### src/rtl/mw_pkg.sv
package mw_pkg;
  typedef enum logic [2:0] {
    ST_IDLE,   // waiting for a start bit
    ST_HDR,    // shifting opcode and address
    ST_RD,     // streaming read data
    ST_WDATA,  // shifting a data word
    ST_WFULL,  // a data word just completed
    ST_SKIP    // instruction finished or discarded, wait for select low
  } mw_state_e;

  localparam logic [1:0] OPC_READ  = 2'b10;
  localparam logic [1:0] OPC_WRITE = 2'b01;
  localparam logic [1:0] OPC_PAGE  = 2'b11;

  localparam logic [1:0] SUB_LOCK  = 2'b00;
  localparam logic [1:0] SUB_FILL  = 2'b01;
  localparam logic [1:0] SUB_OPEN  = 2'b11;
endpackage

### src/rtl/mw_sync.sv
module mw_sync #(
  parameter int STAGES = 2
) (
  input  logic clk,
  input  logic rst,
  input  logic cs_i,
  input  logic sk_i,
  input  logic di_i,
  input  logic pe_i,
  output logic cs_s,
  output logic di_s,
  output logic pe_s,
  output logic sk_rise,
  output logic cs_fall
);
  logic [STAGES-1:0] cs_p, sk_p, di_p, pe_p;
  logic sk_d, cs_d;

  always_ff @(posedge clk) begin
    if (rst) begin
      cs_p <= '0;
      sk_p <= '0;
      di_p <= '0;
      pe_p <= '0;
      sk_d <= 1'b0;
      cs_d <= 1'b0;
    end else begin
      cs_p <= {cs_p[STAGES-2:0], cs_i};
      sk_p <= {sk_p[STAGES-2:0], sk_i};
      di_p <= {di_p[STAGES-2:0], di_i};
      pe_p <= {pe_p[STAGES-2:0], pe_i};
      sk_d <= sk_p[STAGES-1];
      cs_d <= cs_p[STAGES-1];
    end
  end

  assign cs_s    = cs_p[STAGES-1];
  assign di_s    = di_p[STAGES-1];
  assign pe_s    = pe_p[STAGES-1];
  assign sk_rise = sk_p[STAGES-1] & ~sk_d;
  assign cs_fall = cs_d & ~cs_p[STAGES-1];
endmodule

### src/rtl/mw_word_ram.sv
module mw_word_ram #(
  parameter int AW = 6,
  parameter int DW = 16
) (
  input  logic          clk,
  input  logic          we,
  input  logic [AW-1:0] waddr,
  input  logic [DW-1:0] wdata,
  input  logic [AW-1:0] raddr,
  output logic [DW-1:0] rdata
);
  localparam int DEPTH = 1 << AW;

  logic [DW-1:0] mem [DEPTH];

  always_ff @(posedge clk) begin
    if (we) mem[waddr] <= wdata;
    rdata <= mem[raddr];
  end
endmodule

### src/rtl/mw_prog_engine.sv
module mw_prog_engine #(
  parameter int AW          = 6,
  parameter int DW          = 16,
  parameter int SW          = 2,
  parameter int PROG_CYCLES = 250000
) (
  input  logic             clk,
  input  logic             rst,
  input  logic             buf_clr,
  input  logic             buf_wr,
  input  logic [SW-1:0]    buf_slot,
  input  logic [DW-1:0]    buf_data,
  input  logic             start,
  input  logic             all_mode,
  input  logic [AW-SW-1:0] base_hi,
  output logic             busy,
  output logic             we,
  output logic [AW-1:0]    waddr,
  output logic [DW-1:0]    wdata
);
  localparam int DEPTH    = 1 << AW;
  localparam int NSLOT    = 1 << SW;
  localparam int PROG_LEN = (PROG_CYCLES > DEPTH) ? PROG_CYCLES : DEPTH + 1;
  localparam int TW       = $clog2(PROG_LEN);

  logic [DW-1:0]    slot_q [NSLOT];
  logic [NSLOT-1:0] vld_q;
  logic             all_q;
  logic [AW-SW-1:0] hi_q;
  logic [TW-1:0]    tcnt;
  logic [AW:0]      idx;

  // staging words: no reset, small distributed storage
  always_ff @(posedge clk) begin
    if (buf_wr) slot_q[buf_slot] <= buf_data;
  end

  always_ff @(posedge clk) begin
    if (rst) begin
      busy  <= 1'b0;
      tcnt  <= '0;
      idx   <= '0;
      vld_q <= '0;
      all_q <= 1'b0;
      hi_q  <= '0;
    end else begin
      if (buf_clr)     vld_q <= '0;
      else if (buf_wr) vld_q[buf_slot] <= 1'b1;

      if (start && !busy) begin
        busy  <= 1'b1;
        tcnt  <= '0;
        idx   <= '0;
        all_q <= all_mode;
        hi_q  <= base_hi;
      end else if (busy) begin
        if (!idx[AW]) idx <= idx + 1'b1;
        if (tcnt == TW'(PROG_LEN - 1)) busy <= 1'b0;
        tcnt <= tcnt + 1'b1;
      end
    end
  end

  // one array word per clock during the interval
  always_comb begin
    we    = 1'b0;
    waddr = idx[AW-1:0];
    wdata = slot_q[0];
    if (busy) begin
      if (all_q) begin
        we = !idx[AW];
      end else if (idx < (AW+1)'(NSLOT)) begin
        we    = vld_q[idx[SW-1:0]];
        waddr = {hi_q, idx[SW-1:0]};
        wdata = slot_q[idx[SW-1:0]];
      end
    end
  end

  assert_busy_from_start_R11: assert property (@(posedge clk) disable iff (rst)
    $rose(busy) |-> $past(start));
  assert_interval_length_R11: assert property (@(posedge clk) disable iff (rst)
    $fell(busy) |-> $past(tcnt) == TW'(PROG_LEN - 1));
endmodule

### src/rtl/mw_eeprom_target.sv
module mw_eeprom_target #(
  parameter int AW          = 6,
  parameter int DW          = 16,
  parameter int PAGE_W      = 2,
  parameter int SYNC_STAGES = 2,
  parameter int PROG_CYCLES = 250000
) (
  input  logic clk,
  input  logic rst,
  input  logic cs_i,
  input  logic sk_i,
  input  logic di_i,
  input  logic pe_i,
  output logic do_o,
  output logic do_oe_o
);
  import mw_pkg::*;

  localparam int HW      = AW + 2;
  localparam int CNT_MAX = (DW > HW) ? DW : HW;
  localparam int CW      = $clog2(CNT_MAX);
  localparam int RBW     = $clog2(DW);
  localparam logic [RBW-1:0] RB_TOP = RBW'(DW - 1);

  logic cs_s, di_s, pe_s, sk_rise, cs_fall;

  mw_sync #(.STAGES(SYNC_STAGES)) u_sync (
    .clk(clk), .rst(rst), .cs_i(cs_i), .sk_i(sk_i), .di_i(di_i), .pe_i(pe_i),
    .cs_s(cs_s), .di_s(di_s), .pe_s(pe_s), .sk_rise(sk_rise), .cs_fall(cs_fall)
  );

  mw_state_e            st;
  logic [CW-1:0]        cnt;
  logic [HW-2:0]        hdr;
  logic [DW-2:0]        sh;
  logic [PAGE_W-1:0]    slot;
  logic [AW-PAGE_W-1:0] hi;
  logic                 all_q, page_q, wen_q, stat_on, rd_drv, do_bit;
  logic [AW-1:0]        rd_addr;
  logic [RBW-1:0]       rd_bit;
  logic                 buf_clr, buf_wr, eng_start, eng_busy;
  logic [PAGE_W-1:0]    buf_slot;
  logic [DW-1:0]        buf_data;
  logic                 ram_we;
  logic [AW-1:0]        ram_waddr;
  logic [DW-1:0]        ram_wdata, rdata;
  logic [HW-1:0]        hdr_full;
  logic [DW-1:0]        word_full;
  logic [1:0]           op;
  logic [AW-1:0]        adr;

  assign hdr_full  = {hdr, di_s};
  assign word_full = {sh, di_s};
  assign op        = hdr_full[HW-1 -: 2];
  assign adr       = hdr_full[AW-1:0];

  always_ff @(posedge clk) begin
    if (rst) begin
      st        <= ST_IDLE;
      cnt       <= '0;
      hdr       <= '0;
      sh        <= '0;
      slot      <= '0;
      hi        <= '0;
      all_q     <= 1'b0;
      page_q    <= 1'b0;
      wen_q     <= 1'b0;
      stat_on   <= 1'b0;
      rd_drv    <= 1'b0;
      do_bit    <= 1'b0;
      rd_addr   <= '0;
      rd_bit    <= '0;
      buf_clr   <= 1'b0;
      buf_wr    <= 1'b0;
      buf_slot  <= '0;
      buf_data  <= '0;
      eng_start <= 1'b0;
    end else begin
      buf_clr   <= 1'b0;
      buf_wr    <= 1'b0;
      eng_start <= 1'b0;
      if (cs_fall) begin
        // programming only from a clean word boundary
        if (st == ST_WFULL && !eng_busy && wen_q && pe_s) begin
          eng_start <= 1'b1;
          stat_on   <= 1'b1;
        end
        st     <= ST_IDLE;
        rd_drv <= 1'b0;
        cnt    <= '0;
      end else if (sk_rise && cs_s) begin
        unique case (st)
          ST_IDLE: begin
            if (di_s) begin
              stat_on <= 1'b0;
              cnt     <= '0;
              st      <= eng_busy ? ST_SKIP : ST_HDR;
            end
          end
          ST_HDR: begin
            hdr <= hdr_full[HW-2:0];
            cnt <= cnt + 1'b1;
            if (cnt == CW'(HW - 1)) begin
              cnt <= '0;
              if (op == OPC_READ) begin
                st      <= ST_RD;
                rd_addr <= adr;
                rd_bit  <= '0;
                rd_drv  <= 1'b1;
                do_bit  <= 1'b0;
              end else if (op == OPC_WRITE || op == OPC_PAGE) begin
                st      <= ST_WDATA;
                all_q   <= 1'b0;
                page_q  <= (op == OPC_PAGE);
                slot    <= adr[PAGE_W-1:0];
                hi      <= adr[AW-1:PAGE_W];
                buf_clr <= 1'b1;
              end else begin
                st <= ST_SKIP;
                unique case (adr[AW-1 -: 2])
                  SUB_OPEN: wen_q <= 1'b1;
                  SUB_LOCK: wen_q <= 1'b0;
                  SUB_FILL: begin
                    st      <= ST_WDATA;
                    all_q   <= 1'b1;
                    page_q  <= 1'b0;
                    slot    <= '0;
                    hi      <= '0;
                    buf_clr <= 1'b1;
                  end
                  default: ;
                endcase
              end
            end
          end
          ST_RD: begin
            do_bit <= rdata[RB_TOP - rd_bit];
            rd_bit <= rd_bit + 1'b1;
            if (rd_bit == RB_TOP) begin
              rd_bit  <= '0;
              rd_addr <= rd_addr + 1'b1;
            end
          end
          ST_WDATA: begin
            sh  <= word_full[DW-2:0];
            cnt <= cnt + 1'b1;
            if (cnt == CW'(DW - 1)) begin
              buf_wr   <= 1'b1;
              buf_slot <= slot;
              buf_data <= word_full;
              if (page_q) slot <= slot + 1'b1;
              cnt      <= '0;
              st       <= ST_WFULL;
            end
          end
          ST_WFULL: begin
            if (page_q) begin
              sh  <= word_full[DW-2:0];
              cnt <= CW'(1);
              st  <= ST_WDATA;
            end else begin
              st <= ST_SKIP;
            end
          end
          default: ;
        endcase
      end
    end
  end

  mw_prog_engine #(.AW(AW), .DW(DW), .SW(PAGE_W), .PROG_CYCLES(PROG_CYCLES)) u_engine (
    .clk(clk), .rst(rst),
    .buf_clr(buf_clr), .buf_wr(buf_wr), .buf_slot(buf_slot), .buf_data(buf_data),
    .start(eng_start), .all_mode(all_q), .base_hi(hi),
    .busy(eng_busy), .we(ram_we), .waddr(ram_waddr), .wdata(ram_wdata)
  );

  mw_word_ram #(.AW(AW), .DW(DW)) u_ram (
    .clk(clk), .we(ram_we), .waddr(ram_waddr), .wdata(ram_wdata),
    .raddr(rd_addr), .rdata(rdata)
  );

  always_ff @(posedge clk) begin
    if (rst) begin
      do_o    <= 1'b0;
      do_oe_o <= 1'b0;
    end else begin
      do_oe_o <= cs_s && (rd_drv || stat_on);
      do_o    <= rd_drv ? do_bit : !eng_busy;
    end
  end

  assert_leading_zero_idle_R1: assert property (@(posedge clk) disable iff (rst)
    (st == ST_IDLE && sk_rise && cs_s && !di_s && !cs_fall) |=> st == ST_IDLE);
  assert_dummy_zero_R2: assert property (@(posedge clk) disable iff (rst)
    $rose(rd_drv) |-> !do_bit);
  assert_latch_guard_R7: assert property (@(posedge clk) disable iff (rst)
    eng_start |-> $past(wen_q));
  assert_pe_guard_R8: assert property (@(posedge clk) disable iff (rst)
    eng_start |-> $past(pe_s));
  assert_discard_partial_R9: assert property (@(posedge clk) disable iff (rst)
    (cs_fall && st != ST_WFULL) |=> !eng_start);
  assert_hiz_deselected_R10: assert property (@(posedge clk) disable iff (rst)
    !cs_s |=> !do_oe_o);
  assert_busy_reports_zero_R10: assert property (@(posedge clk) disable iff (rst)
    (cs_s && stat_on && eng_busy && !rd_drv) |=> (do_oe_o && !do_o));
endmodule

### config.mk
export PLATFORM = sky130hd
export DESIGN_NAME = mw_eeprom_target
export DESIGN_NICKNAME = d
export VERILOG_FILES = /design/src/rtl/mw_pkg.sv /design/src/rtl/mw_sync.sv /design/src/rtl/mw_word_ram.sv /design/src/rtl/mw_prog_engine.sv /design/src/rtl/mw_eeprom_target.sv
export SDC_FILE = /design/constraint.sdc
export NUM_CORES = 1
export LEC_CHECK = 0
export BUFFER_PORTS_ARGS = -buffer_cell sky130_fd_sc_hd__buf_2
export CAP_MARGIN = 30
export CELL_PAD_IN_SITES_DETAIL_PLACEMENT = 0
export CELL_PAD_IN_SITES_GLOBAL_PLACEMENT = 1
export CORE_MARGIN = 3
export CORE_UTILIZATION = 55
export DETAILED_ROUTE_END_ITERATION = 10
export PLACE_DENSITY_LB_ADDON = 0.25
export RECOVER_POWER = 100
export SETUP_SLACK_MARGIN = 0.2
export SYNTH_ARGS = -nofsm -noshare
export SYNTH_HDL_FRONTEND = slang
export SYNTH_HIERARCHICAL = 1
export SYNTH_SLANG_ARGS = --single-unit
### constraint.sdc
create_clock -name clk -period 4.36 [get_ports clk]
set_input_delay 0.218 -clock clk [delete_from_list [all_inputs] [get_ports clk]]
set_output_delay 0.218 -clock clk [all_outputs]
set_load 0.02 [all_outputs]
# Word-level counts from Yosys, hierarchy flattened
# Memories as Yosys holds them, arrays and structs flattened. A register that Yosys moved wholly into a read port is not among the register bits.
# Index checks and enable logic that the tools add are counted.
# classes
magnitude_cmp	5
n_eq_ne	23
bitwise	13
add_sub_neg	7
mux	76
n_reduce_logical	41
# ops
op	n
16-bit 2-to-1 mux	3
4-bit 2-to-1 mux	9
6-bit 2-to-1 mux	6
15-bit one-hot mux with 2 select lines	1
1-bit 2-to-1 mux	29
3-bit 2-to-1 mux	8
4-bit AND reduction	5
18-bit by 1-bit adder with 18-bit output (second input constant)	1
18-bit == test (second input constant)	1
2-bit 2-to-1 mux	8
4-bit one-hot mux with 4 select lines	1
2-bit nonzero test	8
15-bit 2-to-1 mux	1
2-bit inequality test (second input constant)	7
3-bit one-hot mux with 4 select lines	1
6-bit one-hot mux with 2 select lines	1
6-bit AND reduction	2
1-bit inverter	10
5-bit AND reduction	2
4-bit by 1-bit adder with 4-bit output (second input constant)	2
4-bit == test (second input constant)	2
4-bit one-hot mux with 2 select lines	1
8-bit AND reduction	1
2-bit OR reduction	4
35 further kinds	51
# totals
mem_bits_rw	1088
out_inout_bits	2
in_bits	6
ff_bits	119
word_cells	201
n_memories	2
# memory_table
name	depth	word_bits	rd	rd_ports_with_merged_regs	write_ports	line	source
u_ram.mem	64	16	1	1	1	mw_word_ram.sv:14	logic [DW-1:0] mem [DEPTH];
u_engine.slot_q	4	16	2	1	1	mw_prog_engine.sv:26	logic [DW-1:0] slot_q [NSLOT];

# Logic depth before layout (Yosys ltp)
# depth
ltp_word	7
ltp_mapped	10
depth_no_buf	7

# Modules after synthesis
# The synthesis kept the hierarchy.
# by_module_without_submodules
module	area_per_inst_um2	cells_per_inst	instances	seq_area_each_um2
mw_word_ram	39978.3	1820	1	31069.8
mw_prog_engine	4058.9	305	1	2662.6
mw_eeprom_target	3397.0	394	1	1481.4
mw_sync	275.3	22	1	200.2

# Worst setup path before layout
# No wires, ideal clock.
# synth_timing
path_kind	register to register
from	register (tool-made name)
to	memory u_ram.mem[0][10], data pin
synth_period_minus_slack_ps	3651
setup_slack_ps	709
stages_incl_launch_ff	6
setup_time_ps	539
path_buffers	2
t_arrival_ps	3112
t_required_ps	3821
path_cell_list	dfxtp_1 -> clkbuf_1 -> nor2b_1 -> clkbuf_1 -> a22oi_1 -> o2bb2ai_1
# synth_rtl
element	line
to (decl)	mw_word_ram.sv:14

# Worst setup path in the final report
# layout_timing
from	register u_engine.busy
to	memory u_ram.mem[36][12] (enable)
# layout_between
word_cells_on_any_way	4
classes_between	4 x mux
# layout_rtl
element	line	source
from (decl)	mw_prog_engine.sv:16	output logic busy,
from (signal assigned)	mw_prog_engine.sv:40	busy <= 1'b0;
from (signal assigned)	mw_prog_engine.sv:51	busy <= 1'b1;
from (signal assigned)	mw_prog_engine.sv:58	if (tcnt == TW'(PROG_LEN - 1)) busy <= 1'b0;
6-bit 2-to-1 mux	mw_prog_engine.sv:69	if (busy) begin
via ram_waddr[2]	mw_eeprom_target.sv:45	logic [AW-1:0] ram_waddr;
# The timed path passes the listed nets, and every way through them passes these cells.

==> flow_summary.ini <==
[synthesis]
synth_top_cells_by_area = edfxtp_1, mux4_2, dfxtp_1
ys_seq_area_frac = 0.742
avgSynthCellArea_sq_um = 18.8
synth_nets = 2554
synth_top_area_frac = 0.685
postSynthCellCount = 2541
ys_ff_latch = 1225
netlist_area_sq_um = 47700
synth_top_area_cell = edfxtp_1
synthArstFlopShare = 0
synth_ff_type = edfxtp_1
synth_edf_count = 1088
yosys_warnings = 6
synth.distinct_cells = 76

[setup_path]
slowest_delay_ns = 1.09
reg2reg_to = u_ram/mem[36][12]
cp_max_fo = 16
crit_path_start_kind = register
end_kind = register
cp_slowest_cell = clkbuf_1
cp.arrival_ns = 4.10
reg2reg_depth = 6
r2r-start = u_engine/busy
r2r_slack_ns = 0.56
crit_chain = nor2b_1 > and3_1 > a21o_1 > or3b_2 > nor2_1 > clkbuf_1
critPathKind = register to register
crit_required_ns = 4.65
critical_path_buf_inv_count = 1
crit_family = simple AND/OR/NAND/NOR gates

[cells_and_area]
layout_common_cells = edfxtp_1, mux4_2, nor2_1
fillerInstances = 5904
diodes = 0
final_cells = 3907
nets = 2670
final_common_cell = edfxtp_1
layout-drive-gt1-share = 0.201
synthToLayoutAreaGrowth_pct = 11.4
multi_input_area_sq_um = 11300
seqCellArea_sq_um = 35400
fin_util = 0.621
fin_area_sq_um = 53100

[timing]
fmax_mhz = 263
rsz0062_at_grt = no
clock_skew_ns = 0.0250
setup_viol_count_final = 0
final.period_utilization = 0.873
hold_viol_final = 0
tightest_slew_ns = 1.95
hold-worst-slack_ns = 0.277
drv_slew = 286
tns_ns = 0
period_minus_slack_ns = 3.80
maxSlewHeadroom = -0.297
worst_slack_ns = 0.556

[min_path]
hold_end = u_sync/pe_p[0]
min_from = pe_i
holdCritPathClass = input pin to register
whs_path_depth = 3

[cts]
cts_tree = done
clk_latency_ns = 0.70
clk_pin_slew_ns = 0.06
cts_resized = 0
post-cts-setup-buffer-count = 0
cts_max_level = 3
cts.sink_count = 1225
cts_buffer_depth = 3
clockRootBuffer = clkbuf_16
numCtsBuffers = 120

[power_and_ir_drop]
max-vdd-ir-drop_v = 0.000336
total_power_mw = 22.7
leakage_nw = 16.3
powerDensity_nw_per_um2 = 428

[place]
place_area_sq_um = 49700
gp_congestion = 0.820
pre_cts_slack_ns = 0.982
place_inst = 3672
dp_hpwl_um = 64300
io_buffers = 7

[global_route]
grt_max_degree = 65
track_usage = 0.243
antenna_found_initial = 3
grt_pass1_vias = 24800
overflow = 0
grt_pass1_wl_um = 162000

[run_status]
status = complete, but fails checks
violations = capacitance limit, slew limit

[die]
start_util = 0.558
design.die.area_sq_um = 90300
coreArea_sq_um = 85500
rows = 107
pin_count = 8
die_h_um = 301
die_w_um = 301

[drt]
vias = 24400
drtIter0Drc = 2688
drc_errors = 0
wl_per_cell_um = 27.6
drtAntennaViolNets = 0
totalWireLength_um = 108000
vias_per_cell = 6.24
drtPass1Iterations = 5

[flow_run]
max_cap_viol_count = 7
-- layer usage --
| layer | global-route usage | share of wire |
|---|---|---|
| met3 | 0.0382 | 0.069 |
| met4 | 0.0729 | 0.029 |
| met5 | 0 | 0.00010 |
| met2 | 0.396 | 0.49 |
| met1 | 0.345 | 0.41 |
-- worst min-delay path, cell delays in order --
cell and delay [ns]:
dlygate4sd3_1 0.52, buf_2 0.09, nor2b_1 0.10
-- power breakdown --
group	switching, mW	total, mW	internal [mW]
Sequential	0.00266	12.6	12.6
Clock	4.32	10.1	5.81
Combinational	0.0243	0.0330	0.00865
-- what timing repair did --
item,CTS,global route
endpoints found under the hold margin,4,0
setup endpoints to repair,0,0
hold buffers,4,0
-- cell usage after synthesis, types with 7 or more instances --
cell       instances
a311oi_1          19
or3_1              8
buf_2             28
a21oi_1           65
o2bb2ai_1         15
nand4_1           13
nand2b_1           9
nand2_1           86
a22oi_1           76
nor2_1           159
clkbuf_1          74
a211o_1            9
and4_1            13
nor3_1            15
and3_1             8
mux4_2           224
edfxtp_1        1088
a31oi_1           13
dfxtp_1          137
inv_1             10
or4_1              7
mux2i_1          125
a221oi_1          21
xor2_1             8
o21ai_0           14
mux2_2            29
nand3_1           47
xnor2_1            7
or2_2              9
buf_6             16
ha_1               7
buf_4             24
nor2b_1           49
a211oi_1          10
-- flip-flops by register name, summed over array words and instances, names as in the netlist, 6 cells and up, named ones only --
register and count:
rd_addr 6, u_engine/tcnt 18, u_engine/slot_q 64, buf_data 16, u_engine/idx 7, u_ram/rdata 16
hdr 7, u_ram/mem 1024, sh 15
-- cell families (layout without fill, tap and decap cells) --
| family | Yosys count | count (layout) | synth area share |
|---|---|---|---|
| buffers and inverters | 163 | 385 | 0.0202 |
| AOI/OAI and AO/OA | 279 | 279 | 0.0419 |
| muxes | 380 | 380 | 0.140 |
| adders and majority gates | 7 | 7 | 0.00184 |
| DFF | 1225 | 1225 | 0.742 |
| and+or+nand+nor | 472 | 472 | 0.0511 |
| xor gates and xnor gates | 15 | 15 | 0.00275 |
-- worst max-delay path by stage --
stage | depth (start not counted) | to | from
after floorplan | 5 | u_ram/mem[0][10] | register
after global placement | 7 | u_ram/mem[60][5] | u_engine/busy
after detailed placement | 7 | u_ram/mem[60][7] | u_engine/busy
after CTS | 7 | u_ram/mem[60][4] | u_engine/busy
after global routing | 7 | u_ram/mem[51][0] | u_engine/busy
final | 6 | u_ram/mem[36][12] | u_engine/busy
-- area by class of cell --
| class | count | area share |
|---|---|---|
| Clock buffer | 150 | 0.0617 |
| Inverter | 10 | 0.000706 |
| Timing Repair Buffer | 147 | 0.0186 |
| Sequential cell | 1225 | 0.667 |
| Clock inverter | 78 | 0.0121 |
| Tap cell | 1144 | 0.0269 |
| Multi-Input combinational cell | 1153 | 0.213 |
Note: power is estimated with default switching activity, not from simulation.
